`src/rtl/seqpf_pkg.sv`:
```
package seqpf_pkg;

    typedef enum logic [0:0] {
        ST_IDLE  = 1'b0,
        ST_ISSUE = 1'b1
    } seqpf_state_e;

endpackage

```
`src/rtl/seqpf_degree_sel.sv`:
```
module seqpf_degree_sel #(
    parameter int DEG_W    = 3,
    parameter int MISS_DEG = 1,
    parameter int USE_DEG  = 4
) (
    input  logic             first_use,
    input  logic [DEG_W-1:0] cap,
    output logic [DEG_W-1:0] grant
);
    localparam logic [DEG_W-1:0] REQ_MISS = DEG_W'(MISS_DEG);
    localparam logic [DEG_W-1:0] REQ_USE  = DEG_W'(USE_DEG);

    logic [DEG_W-1:0] request;

    always_comb begin
        request = first_use ? REQ_USE : REQ_MISS;
        grant   = (cap < request) ? cap : request;
    end

endmodule

```
`src/rtl/seqpf_addr_step.sv`:
```
module seqpf_addr_step #(
    parameter int ADDR_W = 32,
    parameter int OFF_W  = 6
) (
    input  logic [ADDR_W-1:0] addr_in,
    output logic [ADDR_W-1:0] blk_next,
    output logic              at_top
);
    localparam logic [ADDR_W:0]   BLK_INC  = (ADDR_W+1)'(1) << OFF_W;
    localparam logic [ADDR_W-1:0] OFF_MASK = (ADDR_W'(1) << OFF_W) - ADDR_W'(1);

    logic [ADDR_W:0] sum;

    always_comb begin
        sum      = {1'b0, addr_in} + BLK_INC;
        blk_next = sum[ADDR_W-1:0] & ~OFF_MASK;
        at_top   = sum[ADDR_W];
    end

endmodule

```
`src/rtl/seq_prefetch_engine.sv`:
```
module seq_prefetch_engine
    import seqpf_pkg::*;
#(
    parameter int ADDR_W    = 32,
    parameter int BLK_BYTES = 64,
    parameter int DEG_W     = 3,
    parameter int MISS_DEG  = 1,
    parameter int USE_DEG   = 4
) (
    input  logic              clk,
    input  logic              rst_n,
    input  logic              trig_valid,
    input  logic              trig_first_use,
    input  logic [ADDR_W-1:0] trig_addr,
    input  logic [DEG_W-1:0]  max_degree,
    output logic              pf_valid,
    output logic [ADDR_W-1:0] pf_addr,
    input  logic              pf_ready
);
    localparam int OFF_W = $clog2(BLK_BYTES);
    localparam int IDX_W = ADDR_W - OFF_W;
    localparam int MAX_REQ = (MISS_DEG > USE_DEG) ? MISS_DEG : USE_DEG;
    localparam logic [IDX_W-1:0] IDX_ONE  = IDX_W'(1);
    localparam logic [IDX_W-1:0] IDX_LAST = '1;
    localparam logic [DEG_W-1:0] LEFT_ONE = DEG_W'(1);

    seqpf_state_e     state_q, state_d;
    logic [ADDR_W-1:0] addr_q, addr_d;
    logic [DEG_W-1:0] left_q, left_d;

    logic [DEG_W-1:0]  grant;
    logic [ADDR_W-1:0] start_next, step_next;
    logic              start_top, step_top;

    seqpf_degree_sel #(
        .DEG_W    (DEG_W),
        .MISS_DEG (MISS_DEG),
        .USE_DEG  (USE_DEG)
    ) u_deg (
        .first_use (trig_first_use),
        .cap       (max_degree),
        .grant     (grant)
    );

    seqpf_addr_step #(.ADDR_W(ADDR_W), .OFF_W(OFF_W)) u_start (
        .addr_in  (trig_addr),
        .blk_next (start_next),
        .at_top   (start_top)
    );

    seqpf_addr_step #(.ADDR_W(ADDR_W), .OFF_W(OFF_W)) u_step (
        .addr_in  (addr_q),
        .blk_next (step_next),
        .at_top   (step_top)
    );

    // next-state logic
    always_comb begin
        state_d = state_q;
        addr_d  = addr_q;
        left_d  = left_q;
        if (trig_valid) begin
            if (grant != '0 && !start_top) begin
                state_d = ST_ISSUE;
                addr_d  = start_next;
                left_d  = grant;
            end else begin
                state_d = ST_IDLE;
                left_d  = '0;
            end
        end else begin
            unique case (state_q)
                ST_IDLE: begin
                end
                ST_ISSUE: begin
                    if (pf_ready) begin
                        if (left_q == LEFT_ONE || step_top) begin
                            state_d = ST_IDLE;
                            left_d  = '0;
                        end else begin
                            addr_d = step_next;
                            left_d = left_q - LEFT_ONE;
                        end
                    end
                end
                default: state_d = ST_IDLE;
            endcase
        end
    end

    // state register
    always_ff @(posedge clk) begin
        if (!rst_n) begin
            state_q <= ST_IDLE;
            addr_q  <= '0;
            left_q  <= '0;
        end else begin
            state_q <= state_d;
            addr_q  <= addr_d;
            left_q  <= left_d;
        end
    end

    // outputs
    always_comb begin
        pf_valid = (state_q == ST_ISSUE);
        pf_addr  = addr_q;
    end

    a_r5_hold_stall: assert property (@(posedge clk) disable iff (!rst_n)
        (pf_valid && !pf_ready && !trig_valid) |=> (pf_valid && $stable(pf_addr)));

    a_r8_aligned: assert property (@(posedge clk) disable iff (!rst_n)
        pf_valid |-> (pf_addr[OFF_W-1:0] == '0));

    a_r4_step: assert property (@(posedge clk) disable iff (!rst_n)
        (pf_valid && pf_ready && !trig_valid) |=>
            (!pf_valid || pf_addr[ADDR_W-1:OFF_W] == $past(pf_addr[ADDR_W-1:OFF_W]) + IDX_ONE));

    a_r9_no_wrap: assert property (@(posedge clk) disable iff (!rst_n)
        (pf_valid && pf_ready && !trig_valid && pf_addr[ADDR_W-1:OFF_W] == IDX_LAST) |=> !pf_valid);

    a_r2_start: assert property (@(posedge clk) disable iff (!rst_n)
        (trig_valid && max_degree != '0 && trig_addr[ADDR_W-1:OFF_W] != IDX_LAST) |=>
            (pf_valid && pf_addr[ADDR_W-1:OFF_W] == $past(trig_addr[ADDR_W-1:OFF_W]) + IDX_ONE));

    a_r7_zero_cap: assert property (@(posedge clk) disable iff (!rst_n)
        (trig_valid && max_degree == '0) |=> !pf_valid);

    a_r3_left_bound: assert property (@(posedge clk) disable iff (!rst_n)
        pf_valid |-> (left_q != '0 && int'(left_q) <= MAX_REQ));

endmodule

```
`config.mk`:
```
export PLATFORM = sky130hd
export DESIGN_NAME = seq_prefetch_engine
export DESIGN_NICKNAME = d
export VERILOG_FILES = /design/src/rtl/seqpf_pkg.sv /design/src/rtl/seqpf_degree_sel.sv /design/src/rtl/seqpf_addr_step.sv /design/src/rtl/seq_prefetch_engine.sv
export SDC_FILE = /design/constraint.sdc
export NUM_CORES = 1
export LEC_CHECK = 0
export ABC_AREA = 1
export BUFFER_PORTS_ARGS = -buffer_cell sky130_fd_sc_hd__buf_2
export CORE_UTILIZATION = 35
export CTS_CLUSTER_DIAMETER = 60
export DETAILED_ROUTE_END_ITERATION = 10
export PLACE_DENSITY_LB_ADDON = 0.25
export SLEW_MARGIN = 20
export SYNTH_ARGS = -nofsm -noshare
export SYNTH_HDL_FRONTEND = slang
export SYNTH_SLANG_ARGS = --single-unit
```
`constraint.sdc`:
```
create_clock -name clk -period 4.1 [get_ports clk]
set_input_delay 0.205 -clock clk [delete_from_list [all_inputs] [get_ports clk]]
set_output_delay 0.205 -clock clk [all_outputs]
set_load 0.01 [all_outputs]
```
* Yosys cells after proc, flatten, opt, wreduce, memory -nomap -nowiden *
Index checks and enable logic that the tools add are counted.

word-level totals
  register bits after elaboration = 36
  input port bits = 40
  output and inout bits = 33
  word-level logic and storage cells = 35

operators by class
  $add $sub $neg = 3
  $lt $le $gt $ge = 1
  eq/ne operators = 3
  mux-type cells = 17
  reductions and logical operators = 8

operator list
  cell                   count
  $mux 32                5
  $add 32x7->33 const B  2
  $mux 3                 7
  $mux 1                 5
  $reduce_and 4->1       1
  $reduce_bool 2->1      2
  $eq 3x1->1 const B     1
  $lt 3x3->1             1
  $reduce_bool 3->1      1
  $sub 3x1->3 const B    1
  $ne 2x1->1 const B     1
  $ne 2x2->1 const B     1
  $reduce_and 2->1       1
  $logic_and 1x1->1      1
  $logic_not 1->1        1
  $logic_or 1x1->1       1

* Logic depth before layout (Yosys ltp) *
Gate-level depths: netlist of the first run.

  depth in word-level cells = 7
  depth in mapped cells = 15
  gate-level depth less buffers = 14

* By module *
Synthesis of the first run repeated with hierarchy kept, for this count alone.

unflattened totals
  cells, all modules = 606
  area total of the unflattened synthesis = 3688.5 µm²

modules (own cells, without submodules)
  module               times used  cells an instance  area an instance (µm²)  seq. area each (µm²)
  seq_prefetch_engine  1           291                2048.2                  720.7
  seqpf_addr_step      2           149                778.2                   0.0
  seqpf_degree_sel     1           17                 83.8                    0.0

* Worst setup path before layout of the first run *
No wires, ideal clock.

  path type = register to register
  from = reg addr_q[6], in the netlist pf_addr[6]
  to = reg addr_q[29], in the netlist pf_addr[29]
  library setup time = 0.114 ns
  arrival = 1.611 ns
  required time = 3.986 ns
  path slack = 2.375 ns
  cell stages (with the launch flop) = 14
  path buffers = 1
  period minus slack after synthesis = 1.725 ns
  cells stage by stage = dfxtp_1 > ha_1 > nand3_2 > inv_2 > nand2_2 > inv_2 > nand3_2 > nand2_1 > nand2_1 > nand3_4 > buf_6 > nand2_1 > nand2_1 > nor2_2

between the ends
  longest elaborated chain between the ends = 5
  elaborated cells between the ends (all ways) = 8
  those cells by class = add/sub: 1; eq/ne: 1; mux: 4; reduce/logical: 2

ends and longest elaborated chain
  item                    RTL line                   text
  start, declared         seq_prefetch_engine.sv:28  logic [ADDR_W-1:0] addr_q, addr_d;
  start signal, assigned  seq_prefetch_engine.sv:99  addr_q <= addr_d;
  $add 32x7->33 (*)       seqpf_addr_step.sv:15      sum = {1'b0, addr_in} + BLK_INC;
  $mux 32                 seq_prefetch_engine.sv:77  if (left_q == LEFT_ONE || step_top) begin
  $mux 32                 seq_prefetch_engine.sv:76  if (pf_ready) begin
  $mux 32                 seq_prefetch_engine.sv:72  unique case (state_q)
  $mux 32                 seq_prefetch_engine.sv:62  if (trig_valid) begin

Every way passes the cells marked *; elsewhere a longest branch is shown, timed or not. The select of a mux whose other input is x is not followed.
A chain may end at the register's enable or synchronous reset.

* Worst setup path after layout of the first run *
  from = reg addr_q[6], in the netlist pf_addr[6]
  to = reg addr_q[30], in the netlist pf_addr[30]

Same word-level chain as after synthesis.

==> results.txt, run 1 <==
Clock skew on the completed layout was measured at 0.01241 ns. The first global-routing pass estimated 15.48 mm of wire. The logs give 0 ns for the aggregate negative setup slack and 0 for the number of antenna diodes. The finished cells cover 3606 um2. The checks that failed: DRC. The run gives 0 as the final number of max-transition violations. The path class of the tightest hold or removal check is input port to flop. The run gives 0 as the number of antenna violations at the first check in global routing. The run finished, with violations left.

After clock tree synthesis, the clock-pin slew on the worst setup and hold paths is 0.08 ns. The design draws 0.0009416 W. The logs give 0 for the post-cts hold buffer count and 0.1539 mV for the maximum ir drop on the vdd rail. The arrival time of the worst setup path is 2.41 ns.

The tools report the total met2 wirelength after detailed routing as 4.239 mm. The area after detailed placement is 3515 um2. The insertion delay to the later sink of the worst-skew pair is 0.29 ns, and the top-level port count is 73.

At the end of the flow the core is filled with cells to 40.95%. For this run, design rule violations remaining after detail routing come to 6. TritonCTS built the clock tree. The kind of start point of the critical path is a flop. The number of flops mapped to enable cells by yosys was 0; the post-route minimum period was 2.221 ns. The setup path with the least slack is of type flop to flop.

Once the clock tree was built, the resizer swapped 0 gates to a different size. For the pin with the worst max-slew slack, the measured transition is 0.5828 ns. After detailed routing, the wire length on met1 is 4.355 mm.

The top flip-flop cell by instance count after synthesis is sky130_fd_sc_hd__dfxtp_1. The tools report the root buffer cell as sky130_fd_sc_hd__clkbuf_8. The height of the die was 97.63 um. The post-route netlist has 17.39% of its cells at a drive strength greater than 1. The first routing iteration left 165 violations. The tools report the number of core rows as 34. The pre-antenna-repair detailed-routing pass consisted of 9 iterations. The logs give 8806 um2 for the core footprint and 37 for the post-synthesis cell type count. Summed over all instances, the cell type with the most area after synthesis is sky130_fd_sc_hd__nand2_1. Entering global routing, the biggest net connects 41 pins.

For this design the ratio of total power to cell area is 261.1 nW/um2. The initial utilization of the core area, before any placement, comes to 36.35%. The number of fill cells is 998, and the area share of the largest cell type after synthesis is 22.40%.

For this run, the top clock speed supported by timing is 0.4503 GHz. Wires add up to 9.320 mm. After detailed routing, the met3 layer carries 436 um of wire. From left edge to right edge, the die measures 97.63 um. The routability congestion estimate from global placement is 0.8633.

After synthesis, the cell types taking the most area are sky130_fd_sc_hd__nand2_1, sky130_fd_sc_hd__dfxtp_1, sky130_fd_sc_hd__nor2_1, sky130_fd_sc_hd__nand3_1, sky130_fd_sc_hd__inv_1. The remaining global-route overflow was 0. In this design, the critical path's most frequently occurring cell is sky130_fd_sc_hd__nand2_1. The count of max-cap constraint violations came out at 0. TritonCTS created 5 clock buffers. By count the netlist is led by sky130_fd_sc_hd__nand2_1, sky130_fd_sc_hd__nor2_1, sky130_fd_sc_hd__inv_1, sky130_fd_sc_hd__nand3_1, sky130_fd_sc_hd__dfxtp_1. The run gives 20.00% as the total global routing track utilization. Input and output buffers added on the ports amount to 60.

Final hold analysis gives a worst-case slack of 0.2137 ns. Worst-case register-to-register setup slack: 1.88 ns. The element type at the critical path end is a flop. Dividing the detail-routed wire length by the instance count gives 12.78 um. Setup repair after global routing left no endpoint under its margin. Detailed routing inserted a total of 3659 vias. Clock tree synthesis found a total of 30 sinks. The H-tree was split into 2 levels. STA puts the critical path data required time at 4.29 ns. In this run the cell area of the synthesized design comes to 3201 um2.

The die covers 9531 um2. Yosys instantiated no cell more often than sky130_fd_sc_hd__nand2_1. After detailed routing, the number of vias per cell comes to 5.019. The slowest stage of the critical path is the sky130_fd_sc_hd__dfxtp_1 cell.

The final critical path takes up 54.17% of the cycle. The number of global-route vias before repair is 3332, and the number of failing hold endpoints at the final stage is 0. The flop and latch count out of synthesis came out at 30. After synthesis, the share of flip-flops with an asynchronous set or reset is 0%. The number of instances in the synthesized netlist is 568. The tools report the fraction of the yosys area taken by sequential cells as 18.76%. Walking the worst path, the cells encountered are ha_1 -> nand3_2 -> inv_2 -> nand2_2 -> inv_2 -> nand3_2 -> nand2_1 -> nand2_1 -> nand3_4 -> nand2_1 -> nand2_1 -> nor2_2. At the end of the flow, the number of nets in the layout was 665.

The run gives 1.731 nW as the reported leakage power. A synthesized cell averages 5.635 um2. Setup violations remaining at the end of the flow were counted as 0. The number of buffers on the longest clock path was 2. The maximum fanout along the worst path came out at 40. The buffer count from post-CTS setup fixing came out at 0. Highest metal layer with signal wires: met4.

Once detailed placement completed, the half-perimeter wirelength came to 7.443 mm. For the number of synthesis warnings, the log shows 0. The residual antenna-violating net count after detailed routing was 0. The delay of the slowest cell on the worst path is 0.46 ns, and the area growth from synthesis to final layout is 12.67%.

For the worst-case headroom to the max-slew limit, the log shows 61.15%.
[cell families (layout without fill, tap and decap cells)]
logic type	after synthesis	in the layout	share of synthesized area, %
simple gates	389	389	54.10
buf+inv	73	121	10.71
compound gates	49	49	8.601
flops	30	30	18.76
xor+xnor	21	21	5.747
fa+ha+maj	5	5	1.955
other cells	1	6	0.1172
[report_power, final]
group	internal, W	switching, W
Sequential	0.000325	0.0000470
Clock	0.000136	0.000125
Combinational	0.000116	0.000194
Total	0.000576	0.000365
[path summary, 6_finish.rpt]
| kind | depth (start not counted) | from | end |
|---|---|---|---|
| max | 12 | pf_addr[6] | pf_addr[30] |
| min | 4 | pf_ready | pf_valid |
| max reg2reg | 12 | pf_addr[6] | pf_addr[30] |
| min reg2reg | 2 | pf_valid | pf_valid |
[registers in the layout, indices dropped and copies added, names as in the netlist]
signal / flops
pf_valid: 1
left_q: 3
pf_addr: 26
[critical path: cells and delay by family (launching register included)]
kind | cells | cell delay (ns)
simple gates | 9 | 1.12
flops | 1 | 0.46
fa+ha+maj | 1 | 0.31
buf+inv | 2 | 0.21
[area by class of cell]
class | instances | area (um2) | share of cell area [%]
repair buffers | 61 | 307.8 | 8.536
clock inverters | 1 | 5.005 | 0.1388
inverters | 52 | 195.2 | 5.413
flip-flops and latches | 30 | 600.6 | 16.66
well taps | 108 | 135.1 | 3.747
multi-input cells | 470 | 2276 | 63.12
clock buffers | 7 | 86.33 | 2.394
[metrics by stage]
stage                     cells  setup slack (ns)
after CTS                   729             1.872
after global routing        729             1.636
final                       729             1.879
after global placement      721             1.921
after detailed placement    721             1.888
after floorplan             573             2.375
[cell usage in the layout, fill, tap and decap left out, types with 2 or more instances in the layout]
| cell | instances |
|---|---|
| sky130_fd_sc_hd__a21oi_1 | 12 |
| sky130_fd_sc_hd__buf_2 | 60 |
| sky130_fd_sc_hd__clkbuf_8 | 6 |
| sky130_fd_sc_hd__clkinv_1 | 2 |
| sky130_fd_sc_hd__conb_1 | 6 |
| sky130_fd_sc_hd__dfxtp_1 | 30 |
| sky130_fd_sc_hd__ha_1 | 5 |
| sky130_fd_sc_hd__inv_1 | 45 |
| sky130_fd_sc_hd__inv_2 | 5 |
| sky130_fd_sc_hd__nand2_1 | 191 |
| sky130_fd_sc_hd__nand2_2 | 9 |
| sky130_fd_sc_hd__nand3_1 | 40 |
| sky130_fd_sc_hd__nand3_2 | 6 |
| sky130_fd_sc_hd__nand3b_1 | 6 |
| sky130_fd_sc_hd__nand4_1 | 9 |
| sky130_fd_sc_hd__nor2_1 | 105 |
| sky130_fd_sc_hd__nor2_2 | 9 |
| sky130_fd_sc_hd__nor2_4 | 2 |
| sky130_fd_sc_hd__nor3_1 | 5 |
| sky130_fd_sc_hd__o21ai_0 | 24 |
| sky130_fd_sc_hd__o21ai_2 | 2 |
| sky130_fd_sc_hd__o21bai_1 | 5 |
| sky130_fd_sc_hd__o22ai_1 | 3 |
| sky130_fd_sc_hd__or2_2 | 2 |
| sky130_fd_sc_hd__xnor2_1 | 9 |
| sky130_fd_sc_hd__xor2_1 | 12 |
[layer usage]
layer	GRT usage [%]	vias to the layer above
met5	0	-
met3	2.806	17
li1	-	1879
met4	7.809	0
met1	25.72	1657
met2	33.61	106
No activity file was read; power rests on OpenSTA's default activity.
==> run 2, diff against run 1 <==
- clock period: 4.1 -> 1.89 ns (I/O delays scaled with it)
==> results.txt, run 2 (same netlist as run 1, synthesis figures left out) <==
For this block, the routed nets add up to 10.37 mm of wire. The number of antenna violations at the first check in global routing is 0, and the detail-routed via count per cell is 5.018. The die is 97.63 um wide.

From synthesis to final layout, the design area changed by 23.53%. Element type at the critical path end: a flop. In the final routed layout, each cell accounts on average for 13.70 um. Leaving out fill and tap cells, the most frequent cells in the layout are sky130_fd_sc_hd__nand2_1, sky130_fd_sc_hd__nor2_1, sky130_fd_sc_hd__buf_2. The most common library cell in the layout ignoring fill and taps is sky130_fd_sc_hd__nand2_1. The die covers 9531 um2.

The final route contains 3799 vias. The count of buffers added on input and output ports is 60. The run gives 36.35% as the effective utilization at floorplan. Combinational logic is responsible for 38.5% of the overall power. The insertion delay to the later sink of the worst-skew pair came out at 0.29 ns. Setup violations remaining at the end of the flow were counted as 0. The first-pass GRT wire length was 16.84 mm.

The number of global-route vias before repair was 3616; the top-level port count was 73. In this run the power density over the cells is 578.1 nW/um2. The net switching power of the design came out at 0.0008403 W.

The checks that failed: DRC. The tools report the total number of H-tree levels as 2. Number of flip-flops in the largest register: 26. After detailed routing, the number of remaining DRC violations is 6. The tools report the post-cts hold buffer count as 0. The root buffer cell was sky130_fd_sc_hd__clkbuf_8. The total number of nets in the final design is 693. The flow ran to the end, but the final reports show violations. The min-delay analysis places its worst path in the category input port to flop. For this design the static power due to leakage is 1.936 nW. Counting every sink on the clock net gives 30. Final hold analysis gives a worst-case slack of 0.09774 ns. VDD sags by at most 0.2539 mV. For the number of failing hold endpoints at the final stage, the log shows 0. Walking the worst path, the cells encountered are ha_2 -> nand3_2 -> inv_2 -> nand2_4 -> inv_4 -> nand3_2 -> nand2_1 -> nand2_2 -> nand3_4 -> clkbuf_16 -> nand2_1 -> nand2_1 -> nor2_1. The number of clock buffers added by TritonCTS is 5. The logs give 8.011 mm for the final HPWL from detailed placement and 4.735 mm for the routed length on met1. The first detailed-routing pass ran for 7 iterations. Of all nets on the critical path, the largest fanout is 6. For the amount of wire on met3 after detailed routing, the log shows 435 um. Fill cells in the final layout number 992. The maximum achievable frequency came out at 0.5612 GHz.

The logs give 0.001445 W for the design internal power and 2.08 ns for the data required time of the critical path. STA classifies the critical path startpoint as a flop. For the aggregate negative setup slack, the log shows 0 ns.

The library cell appearing most often on the critical path is sky130_fd_sc_hd__nand2_1. 0 antenna diodes ended up in the layout. The core region is 8806 um2. For the residual antenna-violating net count after detailed routing, the log shows 0. On the critical path, the stage with the largest delay is an instance of sky130_fd_sc_hd__dfxtp_1. The kind of critical path was flop to flop. The tools report the total global routing track utilization as 21.99%. The remaining global-route overflow was 0. The height of the die was 97.63 um. TritonCTS built the clock tree.

At the end of routability-driven placement, the weighted congestion stood at 0.8713. Entering global routing, the biggest net connects 31 pins. The routed design uses 4.771 mm of met2 wire. The clock network accounts for 28.0% of the total power.

After floorplanning, the core was divided into 34 placement rows. In the finished design, the share of the clock period the worst path needs comes to 94.29%. On the worst path, the slowest cell contributes a delay of 0.34 ns. The share of post-route cells with drive strength above 1 is 22.03%, and the core occupancy in the finished layout is 44.90%. The clock transition at the registers of the reported paths is 0.07 ns, and the count of max-cap constraint violations is 0. The arrival time of the worst setup path was 1.97 ns. Across the routed clock network, the largest skew measured is 0.007639 ns. For the number of buffers on the longest clock path, the log shows 2. The final number of max-transition violations came out at 0. The detailed router used layers up to and including met4.

The run gives 33.5% as the portion of total power attributed to sequential cells. For the first-iteration detailed-routing DRC count, the log shows 200. The switching portion of total power works out to 36.77%. The buffer count from post-CTS setup fixing was 0; the post-route minimum period was 1.782 ns.

Before CTS, the worst setup slack after placement is 0.04522 ns. The setup slack after layout is 0.1080 ns. Once the clock tree was built, the resizer swapped 0 gates to a different size.
run 2: cell count changes in the layout (fill, tap and decap cells not counted), moves of 2 or more:
cell | before | now
sky130_fd_sc_hd__buf_4 | 1 | 23
sky130_fd_sc_hd__dfxtp_1 | 30 | 27
sky130_fd_sc_hd__clkbuf_16 | 0 | 4
sky130_fd_sc_hd__dfxtp_2 | 0 | 3
sky130_fd_sc_hd__buf_12 | 0 | 2
sky130_fd_sc_hd__clkbuf_8 | 6 | 8
run 2: per-layer routing:
layer  GRT usage [%]  up-vias
met3           3.309       21
li1                -     1938
met5               0        -
met4           10.61        0
met2           36.88       88
met1           27.46     1752
run 2: per-stage QoR:
| stage | cells | area (um2) | total power [W] |
|---|---|---|---|
| finish | 757 | 3954 | 0.002286 |
| global route | 757 | 3954 | 0.002443 |
| CTS | 753 | 3830 | 0.002233 |
| detailed placement | 745 | 3720 | 0.001589 |
| global placement | 745 | 3720 | 0.001572 |
| floorplan | 573 | 3219 | 0.001292 |
run 2: final timing paths:
path	from	to	slack, ns	cells past startpoint
setup / recovery	pf_addr[7]	pf_addr[20]	0.11	13
hold / removal	pf_ready	pf_valid	0.1	4
setup reg to reg	pf_addr[7]	pf_addr[20]	0.11	13
hold reg to reg	pf_valid	pf_valid	0.51	2
run 2: critical path, delay by kind of cell (launching register included):
kind / cells / cell delay (ns)
adders and majority gates: 1 / 0.19
and+or+nand+nor: 9 / 0.76
DFF: 1 / 0.34
buffers and inverters: 3 / 0.38
run 2: power by group through the flow:
stage               clock network [W]  registers [W]  logic [W]
finish                       0.000639       0.000767   0.000879
detailed placement                  0       0.000778   0.000810
global placement                    0       0.000777   0.000794
CTS                          0.000654       0.000764   0.000815
global route                 0.000682       0.000778   0.000983
floorplan                           0       0.000822   0.000470
run 2: final cells by class:
cell class	count	area, um2	area share [%]
Multi-Input combinational cell	470	2293	58.01
Timing Repair Buffer	89	613.1	15.51
Sequential cell	30	604.3	15.28
Inverter	52	197.7	5.000
Tap cell	108	135.1	3.418
Clock buffer	8	110.1	2.785
